<file path="config.mk">
export PLATFORM = sky130hd
export DESIGN_NAME = pci_sb_ctrl
export DESIGN_NICKNAME = d
export VERILOG_FILES = /design/src/rtl/pci_sb_pkg.sv /design/src/rtl/pci_sb_sync.sv /design/src/rtl/pci_sb_regs.sv /design/src/rtl/pci_sb_ctrl.sv
export SDC_FILE = /design/constraint.sdc
export NUM_CORES = 1
export LEC_CHECK = 0
export ABC_AREA = 1
export BUFFER_PORTS_ARGS = -buffer_cell sky130_fd_sc_hd__buf_2
export CAP_MARGIN = 20
export CELL_PAD_IN_SITES_DETAIL_PLACEMENT = 0
export CELL_PAD_IN_SITES_GLOBAL_PLACEMENT = 1
export CORE_ASPECT_RATIO = 1.1
export CORE_MARGIN = 2
export CORE_UTILIZATION = 36
export DETAILED_ROUTE_END_ITERATION = 12
export PLACE_DENSITY = 0.85
export SLEW_MARGIN = 20
export SYNTH_ARGS = -nofsm -noshare
export SYNTH_HDL_FRONTEND = slang
export SYNTH_HIERARCHICAL = 1
export SYNTH_SLANG_ARGS = --single-unit
</file>
<file path="constraint.sdc">
create_clock -name clk_i -period 1.1 [get_ports clk_i]
set_clock_uncertainty 0.15 [all_clocks]
set_input_delay 0.165 -clock clk_i [delete_from_list [all_inputs] [get_ports clk_i]]
set_output_delay 0.165 -clock clk_i [all_outputs]
set_load 0.01 [all_outputs]
</file>
<file path="src/rtl/pci_sb_pkg.sv">
package pci_sb_pkg;
  localparam int DATA_W = 8;
  localparam int ADDR_W = 2;

  typedef enum logic [ADDR_W-1:0] {
    A_CTRL = 2'd0,
    A_STAT = 2'd1,
    A_MASK = 2'd2
  } reg_addr_e;

  localparam int CTRL_MODE_BIT = 7;

  typedef struct packed {
    logic inta_drv;
    logic rst_assert;
    logic rst_en;
  } ctrl_t;

  localparam int CTRL_W = $bits(ctrl_t);
endpackage

</file>
<file path="src/rtl/pci_sb_sync.sv">
module pci_sb_sync #(
  parameter int W      = 5,
  parameter int STAGES = 2
) (
  input  logic         clk_i,
  input  logic         rst_ni,
  input  logic [W-1:0] d_i,
  output logic [W-1:0] q_o
);
  logic [STAGES-1:0][W-1:0] stg_q;

  always_ff @(posedge clk_i or negedge rst_ni) begin
    if (!rst_ni) begin
      stg_q <= '0;
    end else begin
      stg_q[0] <= d_i;
      for (int s = 1; s < STAGES; s++) stg_q[s] <= stg_q[s-1];
    end
  end

  assign q_o = stg_q[STAGES-1];
endmodule

</file>
<file path="src/rtl/pci_sb_regs.sv">
module pci_sb_regs
  import pci_sb_pkg::*;
#(
  parameter int NSTAT = 5
) (
  input  logic              clk_i,
  input  logic              rst_ni,
  input  logic              we_i,
  input  logic [ADDR_W-1:0] addr_i,
  input  logic [DATA_W-1:0] wdata_i,
  input  logic [NSTAT-1:0]  set_i,
  input  logic              mode_i,
  output ctrl_t             ctrl_o,
  output logic [NSTAT-1:0]  stat_o,
  output logic [NSTAT-1:0]  mask_o,
  output logic [DATA_W-1:0] rdata_o
);
  ctrl_t            ctrl_q;
  logic [NSTAT-1:0] stat_q, mask_q, clr;
  logic             wdata_unused;

  assign wdata_unused = ^wdata_i[DATA_W-1:NSTAT];
  assign clr = (we_i && addr_i == A_STAT) ? wdata_i[NSTAT-1:0] : '0;

  always_ff @(posedge clk_i or negedge rst_ni) begin
    if (!rst_ni) begin
      ctrl_q <= '0;
      mask_q <= '0;
      stat_q <= '0;
    end else begin
      if (we_i && addr_i == A_CTRL) ctrl_q <= ctrl_t'(wdata_i[CTRL_W-1:0]);
      if (we_i && addr_i == A_MASK) mask_q <= wdata_i[NSTAT-1:0];
      // set takes priority over a same-cycle clear
      stat_q <= (stat_q & ~clr) | set_i;
    end
  end

  always_comb begin
    rdata_o = '0;
    unique case (addr_i)
      A_CTRL: begin
        rdata_o[CTRL_W-1:0]   = ctrl_q;
        rdata_o[CTRL_MODE_BIT] = mode_i;
      end
      A_STAT:  rdata_o[NSTAT-1:0] = stat_q;
      A_MASK:  rdata_o[NSTAT-1:0] = mask_q;
      default: rdata_o = '0;
    endcase
  end

  assign ctrl_o = ctrl_q;
  assign stat_o = stat_q;
  assign mask_o = mask_q;
endmodule

</file>
<file path="src/rtl/pci_sb_ctrl.sv">
module pci_sb_ctrl
  import pci_sb_pkg::*;
#(
  parameter int NUM_INT     = 4,
  parameter int SYNC_STAGES = 2
) (
  input  logic               clk_i,
  input  logic               rst_ni,
  input  logic               reg_we_i,
  input  logic [ADDR_W-1:0]  reg_addr_i,
  input  logic [DATA_W-1:0]  reg_wdata_i,
  output logic [DATA_W-1:0]  reg_rdata_o,
  input  logic               host_mode_i,
  input  logic               pci_rst_n_i,
  output logic               pci_rst_n_o,
  output logic               pci_rst_oe_o,
  input  logic [NUM_INT-1:0] pci_int_n_i,
  output logic               pci_inta_n_o,
  output logic               pci_inta_oe_o,
  output logic               pci_core_rst_o,
  output logic               core_irq_o
);
  localparam int NSTAT = NUM_INT + 1;

  logic [NSTAT-1:0] seen, stat_q, mask_q;
  ctrl_t            ctrl;
  logic             sw_rst, core_rst_q, irq_q;

  // pins are active low, status bits active high
  pci_sb_sync #(.W(NSTAT), .STAGES(SYNC_STAGES)) u_sync (
    .clk_i (clk_i),
    .rst_ni(rst_ni),
    .d_i   (~{pci_int_n_i, pci_rst_n_i}),
    .q_o   (seen)
  );

  pci_sb_regs #(.NSTAT(NSTAT)) u_regs (
    .clk_i  (clk_i),
    .rst_ni (rst_ni),
    .we_i   (reg_we_i),
    .addr_i (reg_addr_i),
    .wdata_i(reg_wdata_i),
    .set_i  (seen),
    .mode_i (host_mode_i),
    .ctrl_o (ctrl),
    .stat_o (stat_q),
    .mask_o (mask_q),
    .rdata_o(reg_rdata_o)
  );

  assign sw_rst        = ctrl.rst_en & ctrl.rst_assert;
  assign pci_rst_oe_o  = sw_rst;
  assign pci_rst_n_o   = 1'b0;
  assign pci_inta_oe_o = ctrl.inta_drv;
  assign pci_inta_n_o  = 1'b0;

  always_ff @(posedge clk_i or negedge rst_ni) begin
    if (!rst_ni) begin
      core_rst_q <= 1'b0;
      irq_q      <= 1'b0;
    end else begin
      core_rst_q <= sw_rst | seen[0];
      irq_q      <= |(stat_q & mask_q);
    end
  end

  assign pci_core_rst_o = core_rst_q;
  assign core_irq_o     = irq_q;
endmodule

</file>
==> results by group <==
Outcome
  • Status: complete, but fails checks
  • Failing checks: negative setup slack

Clocking
  • Clock Latency Late Sink: 0.30 ns
  • Clk sinks: 25
  • CTS Root Cell: clkbuf_4
  • Clock Tree Buf Depth: 2
  • Clock buffer count from CTS: 3
  • CTS tree: yes
  • H-tree levels: 1
  • Clock-pin slew on the worst setup and hold paths: 0.13 ns

Synth
  • Post-synth cell types: 14
  • Ys async rst share: 100.0%
  • Synth Register Bits: 25
  • Mapped Avg Cell Area: between 8 and 9 µm²
  • Synth area leader: dfrtp_1
  • Synth top area share: 55.74%
  • Top-count cell post-synth: nand2_1
  • Sequential-to-total area share from yosys stat: 55.74%
  • Most used DFF post-synth: dfrtp_1
  • Commonest cells in the netlist: 39 x nand2_1, 26 x inv_1, 25 x dfrtp_1, 12 x o21ai_1, 9 x buf_4
  • Ys Warns: 6
  • Cells after Synth: 128
  • Number of synthesized flops with an enable pin: 0
  • Largest cells by area after synthesis: dfrtp_1 56%, nand2_1 13%, inv_1 8.7%
  • Area of the mapped netlist: 0.001122 mm²

Setup path
  • Reg2reg start: u_regs/mask_o[2]
  • Crit. End Element: output pin
  • R2r setup slk: -0.05 ns
  • CP Max Fanout: 2
  • FF-to-FF path depth: 6
  • Worst Path Required: 0.78 ns
  • Startpoint types: register
  • Critical Path AT: 1.07 ns
  • Critical path class: register to output pin
  • Worst r2r dst: core_irq_o
  • CP startpoint: u_regs/stat_o[1]

Pwr
  • VDD IR max: 668.4 µV
  • Power Dens Cells: 1215 mW/mm²
  • P_leak: 0.0008540 µW

Die
  • Chip width: 57.24 µm
  • I/O pins: 33
  • Overall die area: 0.003581 mm²
  • Row cnt: 21
  • Placeable Area: 0.003022 mm²
  • Die height: roughly 63 µm
  • Starting Density: a little under two fifths

STA
  • Fmax: 720.2 MHz
  • Tcrit/Tclk final: 126.2%
  • RSZ-0062 raised after global routing: yes
  • Worst hold margin: slightly below 0.05 ns
  • Setup violators final: 10
  • Post-layout minimum cycle time: 1.388 ns
  • Setup ws final: -0.2885 ns
  • Pins over their slew limit: 0
  • Final hold vios: 0

Route
  • DRC errors left: 0
  • Vias/cell: 4.190
  • DRT Pass-1 Iters: 4
  • Final wirelength: 1.894 mm
  • DR vias: 884
  • Number of routed nets with antenna violations: 0
  • 1st-iter DRT viols: 19
  • Routed WL per cell: 8.976 µm

Place
  • Area post-placement: 0.001275 mm²
  • GPL Wtd Cong: 0.7793
  • Detailed placer's ending HPWL: 1.407 mm
  • IO Port Bufs: 25
  • # placed instances: about 190

Finish
  • Final core utilization: 50.81%
  • Ant. Diodes: 0
  • P&R area growth vs syn: 36.79%
  • Proportion of layout cells with a drive suffix above 1: just over 30%
  • Net count, final: 201
  • Fin cells: between 200 and 250
  • Cell area after layout: approximately 0.0015 mm²
  • # fillers: 288

Global route
  • GRT Util Overall: 11.30%
  • Initial antenna violation count: 0
  • Largest net degree at the start of global routing: 26
  • Gr ovfl total: 0
  • Number of global-route vias before repair: 842
  • Global-route wire length before repair: 3.201 mm

Min path
  • Worst min-delay path category: input port to register
  • Hold depth: 3
  • Hold endpoint: u_regs/ctrl_o[2]
  • Hold Crit Start: reg_we_i

Job
  • Max cap viols: 0
==> worst max-delay path, stage by stage (launching register included) <==
cell	delay (ns)
dfrtp_1	0.41
nand2_1	0.07
nand3_1	0.08
nand2_1	0.06
inv_1	0.03
buf_2	0.12
==> cell families after synthesis <==
logic type | after synthesis | synth area share [%]
AOI/OAI and AO/OA | 15 | 7.024
adders and majority gates | 4 | 4.459
buffers and inverters | 35 | 14.71
DFF | 25 | 55.74
other | 2 | 0.6691
and+or+nand+nor | 47 | 17.39
==> cells in the final DEF (no fill, tap or decap), drive strengths merged <==
| master | instances |
|---|---|
| buf | 41 |
| or2 | 1 |
| nand3 | 3 |
| nor2 | 1 |
| dlygate4sd3 | 11 |
| o21ai | 13 |
| a21oi | 2 |
| ha | 4 |
| clkbuf | 4 |
| dfrtp | 25 |
| nand2 | 42 |
| conb | 4 |
| inv | 26 |
==> how the worst max path moves through the flow <==
stage / to / slack (ns)
6_report: reg_rdata_o[1] / -0.29
5_1_grt: reg_rdata_o[1] / -0.39
4_1_cts: reg_rdata_o[1] / -0.30
3_5_place_dp: reg_rdata_o[1] / -0.25
3_3_place_gp: reg_rdata_o[1] / -0.20
2_1_floorplan: reg_rdata_o[3] / 0.01
==> metrics by stage <==
| step | setup TNS [ns] | power [µW] | setup WS [ns] |
|---|---|---|---|
| 5_1_grt | -2.547 | 2005 | -0.3869 |
| 3_3_place_gp | -2.121 | 1358 | -0.1989 |
| 2_1_floorplan | 0 | 1253 | 0.01290 |
| 3_5_place_dp | -2.732 | 1371 | -0.2548 |
| 4_1_cts | -1.857 | 1877 | -0.2976 |
| 6_report | -1.793 | 1866 | -0.2885 |
==> state kept, by name, indices dropped and copies added (netlist names) <==
| register | flops |
|---|---|
| u_sync/q_o | 5 |
| u_regs/stat_o | 5 |
| u_regs/mask_o | 5 |
| pci_core_rst_o | 1 |
| u_sync/stg_q | 5 |
| core_irq_o | 1 |
| u_regs/ctrl_o | 3 |
==> cell type report <==
| cell class | count | area, µm² | area share (%) |
|---|---|---|---|
| Clock buffer | 4 | 26.28 | 1.711 |
| Inverter | 26 | 102.6 | 6.683 |
| Multi-Input combinational cell | 70 | 356.6 | 23.23 |
| Sequential cell | 25 | 625.6 | 40.75 |
| Tap cell | 34 | 42.54 | 2.771 |
| Timing Repair Buffer | 52 | 381.6 | 24.86 |
==> metal layers <==
layer  vias to the layer above  global-route usage (%)  share of wire (%)
met4                         0                   5.523                2.1
met5                         -                       0                  0
met1                       397                   12.25                 43
met3                         4                   2.692                4.7
li1                        462                       -                  -
met2                        21                   20.11                 50
==> where the power goes <==
part	internal [µW]	switching (µW)	total, µW
registers	999	38.0	1040
logic	233	207	440
clock network	141	247	388
total	1370	492	1870
==> what timing repair did <==
item,in CTS,in global routing
setup endpoints to repair,10,10
pin swaps,8,6
cloned,0,0
buffers inserted,9,2
endpoints found under the hold margin,38,0
hold buffers,11,0
resized for setup,9,6
Note: power is estimated with default switching activity, not from simulation.
